**config.mk**
```make
export PLATFORM = sky130hd
export DESIGN_NAME = dbg_ctl_status_reg
export DESIGN_NICKNAME = d
export VERILOG_FILES = /design/src/rtl/dcs_pkg.sv /design/src/rtl/dcs_sync.sv /design/src/rtl/dcs_sticky.sv /design/src/rtl/dcs_ctl_reg.sv /design/src/rtl/dbg_ctl_status_reg.sv
export SDC_FILE = /design/constraint.sdc
export NUM_CORES = 1
export LEC_CHECK = 0
export BUFFER_PORTS_ARGS = -buffer_cell sky130_fd_sc_hd__buf_4
export CAP_MARGIN = 20
export CORE_ASPECT_RATIO = 2
export CORE_UTILIZATION = 32
export CTS_BUF_LIST = sky130_fd_sc_hd__clkbuf_16
export CTS_CLUSTER_SIZE = 8
export DETAILED_ROUTE_END_ITERATION = 16
export GPL_TIMING_DRIVEN = 0
export PLACE_DENSITY = 0.84
export RECOVER_POWER = 25
export SYNTH_ARGS = -nofsm -noshare
export SYNTH_HDL_FRONTEND = slang
export SYNTH_SLANG_ARGS = --single-unit
```
**constraint.sdc**
```tcl
create_clock -name clk -period 1.27 [get_ports clk]
set_clock_uncertainty 0.15 [all_clocks]
set_input_delay 0.0635 -clock clk [delete_from_list [all_inputs] [get_ports clk]]
set_output_delay 0.0635 -clock clk [all_outputs]
set_load 0.02 [all_outputs]
```
**src/rtl/dcs_pkg.sv**
```systemverilog
package dcs_pkg;

   // Bit positions that software decodes in the register word
   localparam int unsigned BIT_SRST      = 0;
   localparam int unsigned BIT_TRST      = 1;
   localparam int unsigned BIT_PWR_OFF   = 3;
   localparam int unsigned BIT_LED0      = 4;
   localparam int unsigned BIT_LED1      = 5;
   localparam int unsigned BIT_SRST_SEEN = 6;
   localparam int unsigned BIT_PWR_DROP  = 7;
   localparam int unsigned BIT_RCLK      = 8;
   localparam int unsigned BIT_CLK_TMO   = 10;

   localparam int unsigned WORD_MIN_W = BIT_CLK_TMO + 1;
   localparam int unsigned NUM_STICKY = 3;

   // How a sticky flag is reloaded by software
   typedef enum logic {
      REARM_BY_SET = 1'b0,
      CLEAR_BY_CLR = 1'b1
   } sticky_mode_e;

   // Index 0: reset sensed, 1: power dropout, 2: clock timeout
   function automatic int unsigned sticky_bit(input int unsigned idx);
      case (idx)
         0:       return BIT_SRST_SEEN;
         1:       return BIT_PWR_DROP;
         default: return BIT_CLK_TMO;
      endcase
   endfunction

   function automatic sticky_mode_e sticky_mode(input int unsigned idx);
      return (idx == 2) ? CLEAR_BY_CLR : REARM_BY_SET;
   endfunction

endpackage

```
**src/rtl/dcs_sync.sv**
```systemverilog
module dcs_sync #(
   parameter int unsigned STAGES = 2,
   parameter int unsigned WIDTH  = 3
) (
   input  logic             clk,
   input  logic             rst_n,
   input  logic [WIDTH-1:0] d,
   output logic [WIDTH-1:0] q
);

   if (WIDTH == 0) begin : g_bad_width
      $error("dcs_sync: WIDTH must be at least 1");
   end

   if (STAGES == 0) begin : g_bypass
      // Inputs already synchronous to clk
      assign q = d;
   end else begin : g_chain
      logic [WIDTH-1:0] stg [STAGES];

      always_ff @(posedge clk or negedge rst_n) begin
         if (!rst_n) begin
            for (int i = 0; i < int'(STAGES); i++) stg[i] <= '0;
         end else begin
            stg[0] <= d;
            for (int i = 1; i < int'(STAGES); i++) stg[i] <= stg[i-1];
         end
      end

      assign q = stg[STAGES-1];
   end

endmodule

```
**src/rtl/dcs_sticky.sv**
```systemverilog
module dcs_sticky (
   input  logic clk,
   input  logic rst_n,
   input  logic event_i,
   input  logic reload_i,
   output logic flag_o
);

   logic flag_q;

   // A reload loads the live event, so a coincident event is never lost
   always_ff @(posedge clk or negedge rst_n) begin
      if (!rst_n)        flag_q <= 1'b0;
      else if (reload_i) flag_q <= event_i;
      else               flag_q <= flag_q | event_i;
   end

   assign flag_o = flag_q;


   sticky_set_chk: assert property (@(posedge clk) disable iff (!rst_n)
      event_i |=> flag_o);


   sticky_reload_chk: assert property (@(posedge clk) disable iff (!rst_n)
      (reload_i && !event_i) |=> !flag_o);


   sticky_hold_chk: assert property (@(posedge clk) disable iff (!rst_n)
      (!reload_i && !event_i) |=> $stable(flag_o));

endmodule

```
**src/rtl/dcs_ctl_reg.sv**
```systemverilog
module dcs_ctl_reg
   import dcs_pkg::*;
#(
   parameter int unsigned DATA_W = 32
) (
   input  logic              clk,
   input  logic              rst_n,
   input  logic              set_wr,
   input  logic              clr_wr,
   input  logic [DATA_W-1:0] wdata,
   output logic [DATA_W-1:0] ctl_o
);

   localparam logic [DATA_W-1:0] ONE = DATA_W'(1);
   localparam logic [DATA_W-1:0] CTL_MASK =
      (ONE << BIT_SRST) | (ONE << BIT_TRST) | (ONE << BIT_PWR_OFF) |
      (ONE << BIT_LED0) | (ONE << BIT_LED1) | (ONE << BIT_RCLK);

   logic [DATA_W-1:0] ctl_q;
   logic [DATA_W-1:0] sel;

   assign sel = wdata & CTL_MASK;

   always_ff @(posedge clk or negedge rst_n) begin
      if (!rst_n)      ctl_q <= '0;
      else if (set_wr) ctl_q <= ctl_q | sel;
      else if (clr_wr) ctl_q <= ctl_q & ~sel;
   end

   assign ctl_o = ctl_q;


   set_bits_chk: assert property (@(posedge clk) disable iff (!rst_n)
      set_wr |=> ((ctl_o & $past(wdata & CTL_MASK)) == $past(wdata & CTL_MASK)));


   clr_bits_chk: assert property (@(posedge clk) disable iff (!rst_n)
      (clr_wr && !set_wr) |=> ((ctl_o & $past(wdata)) == '0));


   idle_hold_chk: assert property (@(posedge clk) disable iff (!rst_n)
      (!set_wr && !clr_wr) |=> $stable(ctl_o));

endmodule

```
**src/rtl/dbg_ctl_status_reg.sv**
```systemverilog
module dbg_ctl_status_reg
   import dcs_pkg::*;
#(
   parameter int unsigned       ADDR_W      = 8,
   parameter int unsigned       DATA_W      = 32,
   parameter int unsigned       SYNC_STAGES = 2,
   parameter logic [ADDR_W-1:0] SET_OFFSET  = 'h10,
   parameter logic [ADDR_W-1:0] CLR_OFFSET  = 'h14
) (
   input  logic              clk,
   input  logic              rst_n,
   input  logic [ADDR_W-1:0] bus_addr,
   input  logic              bus_we,
   input  logic [DATA_W-1:0] bus_wdata,
   output logic [DATA_W-1:0] bus_rdata,
   input  logic              srst_sense_in,
   input  logic              pwr_drop_in,
   input  logic              clk_timeout_in,
   output logic              srst_assert,
   output logic              trst_assert,
   output logic              pwr_en,
   output logic [1:0]        led,
   output logic              rclk_sel
);

   if (SET_OFFSET == CLR_OFFSET) begin : g_bad_map
      $error("dbg_ctl_status_reg: set and clear offsets must differ");
   end
   if (DATA_W < WORD_MIN_W) begin : g_bad_data_w
      $error("dbg_ctl_status_reg: DATA_W too narrow for the register word");
   end

   logic                  hit_set, hit_clr;
   logic                  set_wr, clr_wr;
   logic [DATA_W-1:0]     ctl_word;
   logic [DATA_W-1:0]     word;
   logic [NUM_STICKY-1:0] sense_raw, sense_sync, sticky_q;

   assign hit_set = (bus_addr == SET_OFFSET);
   assign hit_clr = (bus_addr == CLR_OFFSET);
   assign set_wr  = bus_we & hit_set;
   assign clr_wr  = bus_we & hit_clr;

   dcs_ctl_reg #(.DATA_W(DATA_W)) u_ctl (
      .clk    (clk),
      .rst_n  (rst_n),
      .set_wr (set_wr),
      .clr_wr (clr_wr),
      .wdata  (bus_wdata),
      .ctl_o  (ctl_word)
   );

   assign sense_raw = {clk_timeout_in, pwr_drop_in, srst_sense_in};

   dcs_sync #(.STAGES(SYNC_STAGES), .WIDTH(NUM_STICKY)) u_sync (
      .clk   (clk),
      .rst_n (rst_n),
      .d     (sense_raw),
      .q     (sense_sync)
   );

   for (genvar i = 0; i < int'(NUM_STICKY); i++) begin : g_sticky
      localparam int unsigned FB = sticky_bit(i);
      logic reload;

      if (sticky_mode(i) == REARM_BY_SET) begin : g_rearm
         assign reload = set_wr & bus_wdata[FB];
      end else begin : g_clear
         assign reload = clr_wr & bus_wdata[FB];
      end

      dcs_sticky u_flag (
         .clk      (clk),
         .rst_n    (rst_n),
         .event_i  (sense_sync[i]),
         .reload_i (reload),
         .flag_o   (sticky_q[i])
      );
   end

   always_comb begin
      word = ctl_word;
      for (int unsigned i = 0; i < NUM_STICKY; i++) begin
         word[sticky_bit(i)] = sticky_q[i];
      end
   end

   assign bus_rdata   = (hit_set | hit_clr) ? word : '0;
   assign srst_assert = ctl_word[BIT_SRST];
   assign trst_assert = ctl_word[BIT_TRST];
   assign pwr_en      = ~ctl_word[BIT_PWR_OFF];
   assign led         = {ctl_word[BIT_LED1], ctl_word[BIT_LED0]};
   assign rclk_sel    = ctl_word[BIT_RCLK];


   ctl_out_hold_chk: assert property (@(posedge clk) disable iff (!rst_n)
      !bus_we |=> $stable({srst_assert, trst_assert, pwr_en, led, rclk_sel}));

endmodule

```
==> Word level (Yosys, flattened, before mapping) <==
Index checks and enable logic that the tools add are counted.
{ "word_totals": {"regBits": 41, "latch_bits": 0, "ramBits": 0, "mem_bits_ro": 0, "in_bits": 46, "out_inout_bits": 38, "wordCells": 28, "mem_count": 0} }
{ "classes": {"n_addsub": 0, "n_mul": 0, "n_div": 0, "magnitude_cmp": 0, "eq_ne": 2, "shifts": 0, "muxes": 6, "bitwise": 13, "n_reduce_logical": 1} }
{ "op_table": {"columns": ["op", "n"], "rows": [
  ["$mux 32", 3],
  ["$and 32x32->32", 1],
  ["$not 9->32", 1],
  ["$or 32x9->32", 1],
  ["$eq 8x5->1 const B", 2],
  ["$and 1x1->1", 5],
  ["$or 1x1->1", 4],
  ["$mux 1", 3],
  ["$reduce_bool 2->1", 1],
  ["$not 1->1", 1]
]} }

==> Longest topological paths before layout <==
{ "depth": {"ltp_word": 4, "mapped_depth": 3} }

==> By module <==
Synthesis repeated with hierarchy kept, for this count alone.
{ "unflattened": {"hier_cells": 147, "hier_area_um2": 1283.7} }
{ "modules_own_cells": {"columns": ["module", "n_inst", "cells_per_inst", "area_per_inst_um2", "seq_area_each_um2"], "rows": [
  ["dbg_ctl_status_reg", 1, 84, 578.1, 0.0],
  ["dcs_ctl_reg", 1, 45, 424.2, 150.1],
  ["dcs_sync", 1, 9, 172.7, 150.1],
  ["dcs_sticky", 3, 3, 36.3, 25.0]
]} }

==> Worst setup path after synthesis <==
Ideal clock, no wire load.
{ "synth_path": {"path_kind": "input -> output", "from": "input bus_addr[5]", "to": "output bus_rdata[0]", "t_arrival_ns": 1.146, "required_ns": 1.057, "path_slack_ns": -0.089, "stages": 3, "n_path_buf": 0, "path_cell_list": "nor4b_4 nor4b_4 and2_1"} }
{ "synth_between": {"elab_chain_len": 3, "word_cells_on_any_way": 4} }
{ "synth_rtl": {"columns": ["element", "line_no", "source"], "rows": [
  ["start: declaration", "dbg_ctl_status_reg.sv:12", "input logic [ADDR_W-1:0] bus_addr,"],
  ["$eq 8x5->1, on equally long branches", "dbg_ctl_status_reg.sv:39, dbg_ctl_status_reg.sv:40", null],
  ["$or 1x1->1 *", "dbg_ctl_status_reg.sv:88", "assign bus_rdata = (hit_set | hit_clr) ? word : '0;"],
  ["$mux 32 *", "dbg_ctl_status_reg.sv:88", null],
  ["end: declaration", "dbg_ctl_status_reg.sv:15", "output logic [DATA_W-1:0] bus_rdata,"]
]} }
Every way passes the cells marked *; elsewhere a longest branch is shown, timed or not.

==> Worst setup path in the final report <==
{ "layout_path": {"from": "input bus_addr[5]", "to": "output bus_rdata[10]"} }
The elaborated chain is that of the path after synthesis.

==> metrics.md <==
| Metric | Value |
|---|---|
| Result of the run | `complete, but fails checks` |
| Violations in the final reports | `negative setup slack` |
| Final period utilization | `109.5%` |
| Placer Congestion | `0.6753` |
| Chain of cells forming the critical path | `buf_4 -> nor4b_4 -> nor4b_4 -> buf_4 -> and2_2 -> buf_6` |
| Maximum clock rate | `718.9 MHz` |
| # setup viols final | `18` |
| Nets | `201` |
| Remaining DRCs | `0` |
| Count of maximum capacitance violations | `0` |
| Number of ports placed on the die boundary | `84` |
| Cell area after synthesis | `848.3 sq um` |
| FF+latch count, synth | `15` |
| Total die area | `0.002873 sq mm` |
| Sequential cell area | `375.4 sq um` |
| Vias after detailed routing | `720` |
| Share of final-layout standard cells stronger than drive strength 1 | `50.65%` |
| Endpoints failing hold | `0` |
| Clock-pin slew of the registers on the worst-case setup and hold paths | `0.04 ns` |
| Remaining Overflow, GRT | `0` |
| Post-route antenna net violation count | `0` |
| Worst slew margin | `46.94%` |
| Maximum cell stage delay along the critical path | `0.30 ns` |
| Max VDD drop | `0.8874 mV` |
| Worst Path Required | `1.06 ns` |
| Number of violations reported at the end of detailed-routing iteration 0 | `5` |
| Final wirelength | `1.927 mm` |
| Class of the worst hold path | `input pin to register` |
| Hold slack final | `0.002651 ns` |
| CP Class | `input pin to output port` |
| Via-per-instance ratio | `3.956` |
| Startpoint type of the worst setup path | `input pin` |
| Die H | `74.82 um` |
| CP Max Fanout | `9` |
| Global Route met3 Usage | `1.770%` |
| Sort of element at the end of the critical path | `output port` |
| Starting utilization of the core area | `33.43%` |
| Area growth from synthesis to layout | `75.96%` |
| Number of diodes added for antenna fixing | `0` |
| GR Util met2 | `28.25%` |
| Quantity of I/O buffers inserted on ports | `36` |
| Buffer levels on the longest clock path | `2` |
| Wire length of the first global-routing pass | `2.863 mm` |
| Layout Cells excl Fill | `182` |
| Placed cell count | `164` |
| Unrepaired setup endpoints after global routing | `yes` |
| Root buf cell | `sky130_fd_sc_hd__clkbuf_16` |
| Mean routed wirelength per cell | `10.59 um` |
| Die outline width | `38.41 um` |
| Yosys warnings | `0` |
| Power, Total | `1370 uW` |
| TritonCTS clock tree | `done` |
| Min-Delay Startpoint | `bus_wdata[6]` |
| Via count of the first global-routing pass | `687` |
| Clock latency of the later-clocked register in the worst-skew pair | `0.24 ns` |
| LEAKAGE | `0.0008150 uW` |
| Antenna violations before repair | `0` |
| Clock sinks | `15` |
| Post-Route Utilization | `58.83%` |
| Aggregate global-route resource usage | `14.13%` |
| Library cell contributing the largest single delay on the critical path | `sky130_fd_sc_hd__nor4b_4` |
| Area of the multi-input gates | `352.8 sq um` |
| Row cnt | `26` |
| Maximum number of pins on one net before global-route repair | `16` |
| Sequential share of the synthesized area | `44.25%` |
| Max-slew violation count | `0` |
| Number of H-tree levels | `1` |
| Power density over the cells | `917.7 mW/mm^2` |
| FILL cells | `228` |
| Distinct cell type count of the synthesized netlist | `13` |
| Gate Count Post-Synth | `78` |
| Worst setup startpoint | `bus_addr[5]` |
| Length of the first detailed-routing pass in iterations | `4` |
| Synthesized area divided by synthesized cell count | `10.88 sq um` |
| Most utilized layer in the global route result | `met2` |
| Worst Tran Pin Value | `0.7939 ns` |
| Total core area | `0.002537 sq mm` |
| Met1 layer usage reported by global route | `12.88%` |
| Worst-case setup margin in the final layout | `-0.1210 ns` |
| Number of buffers created by CTS | `3` |
| Minimum clock period after layout | `1.391 ns` |
| Signal arrival time at the worst endpoint | `1.18 ns` |
layer usage:
| metal | part of all wire (%) | wire (um) |
|---|---|---|
| met4 | 1.6 | 30 |
| met2 | 59 | 1133 |
| met3 | 8.7 | 167 |
| met1 | 31 | 596 |
| met5 | 0 | 0 |
cell usage in the layout, fill, tap and decap left out:
master / instances
sky130_fd_sc_hd__buf_4: 53
sky130_fd_sc_hd__dfrtp_1: 15
sky130_fd_sc_hd__nor4b_4: 2
sky130_fd_sc_hd__and2_2: 9
sky130_fd_sc_hd__clkinv_2: 1
sky130_fd_sc_hd__clkbuf_1: 2
sky130_fd_sc_hd__inv_1: 6
sky130_fd_sc_hd__a21o_1: 3
sky130_fd_sc_hd__dlygate4sd3_1: 12
sky130_fd_sc_hd__clkbuf_16: 3
sky130_fd_sc_hd__conb_1: 23
sky130_fd_sc_hd__nand4_1: 1
sky130_fd_sc_hd__nand3_1: 6
sky130_fd_sc_hd__buf_6: 9
sky130_fd_sc_hd__nand4b_1: 2
sky130_fd_sc_hd__mux2i_1: 6
sky130_fd_sc_hd__nor4b_2: 1
logic make-up (layout without fill, tap and decap cells):
kind of cell	Yosys count	in the layout	synth area share (%)
compound gates	3	3	2.655
mux	6	6	7.080
simple gates	21	21	20.35
flops	15	15	44.25
other cells	1	23	0.4421
buf+inv	32	86	25.22
final timing paths:
check                           cells past startpoint  slack (ns)                   endpoint
worst max-delay path                                6       -0.12              bus_rdata[10]
worst min-delay path                                3       0.003  g_sticky[0].u_flag.flag_o
worst max register to register                      2        0.46                   register
worst min register to register                      0        0.19                u_sync.q[2]
max in group asynchronous                           2        0.20  g_sticky[0].u_flag.flag_o
min in group asynchronous                           2        0.27      u_sync.g_chain.stg[3]
worst max-delay path, delay by kind of cell:
kind                   cells  cell delay (ns)
AND/OR/NAND/NOR            3             0.69
buffers and inverters      3             0.42
through the flow:
stage,worst slack (ns),area (sq um),TNS (ns)
floorplan,-0.05979,942.2,-0.5381
global placement,-0.4957,1247,-6.712
detailed placement,-0.5439,1247,-7.159
CTS,-0.1135,1496,-1.150
global route,-0.1864,1493,-2.393
finish,-0.1210,1493,-1.286
cells in the mapped netlist:
| master | n | area share, % |
|---|---|---|
| sky130_fd_sc_hd__a21o_1 | 3 | 2.7 |
| sky130_fd_sc_hd__and2_1 | 9 | 6.6 |
| sky130_fd_sc_hd__buf_4 | 25 | 22 |
| sky130_fd_sc_hd__clkbuf_1 | 1 | 0.44 |
| sky130_fd_sc_hd__conb_1 | 1 | 0.44 |
| sky130_fd_sc_hd__dfrtp_1 | 15 | 44 |
| sky130_fd_sc_hd__inv_1 | 6 | 2.7 |
| sky130_fd_sc_hd__mux2i_1 | 6 | 7.1 |
| sky130_fd_sc_hd__nand3_1 | 6 | 3.5 |
| sky130_fd_sc_hd__nand4_1 | 1 | 0.74 |
| sky130_fd_sc_hd__nand4b_1 | 2 | 2.1 |
| sky130_fd_sc_hd__nor4b_2 | 1 | 1.8 |
| sky130_fd_sc_hd__nor4b_4 | 2 | 5.6 |
area by class of cell:
cell class,count,area share (%)
buffer,26,12.82
clock buffer,3,5.029
clock inverter,1,0.3353
inverter,6,1.509
multi-input combinational,53,23.64
sequential,15,25.15
tap,28,2.347
timing repair buffer,50,29.17
where the power goes:
part	switching (uW)	total [uW]	internal (uW)
Combinational	136	279	143
Sequential	8.96	507	498
Clock	166	584	418
repair_timing:
item                                   CTS  global route
resized for setup                        9             0
buffers inserted                         2             0
setup endpoints to repair               18            18
endpoints found under the hold margin   26             0
hold buffers                            12             0
pin swaps                                1             0
No activity file was read; power rests on OpenSTA's default activity.
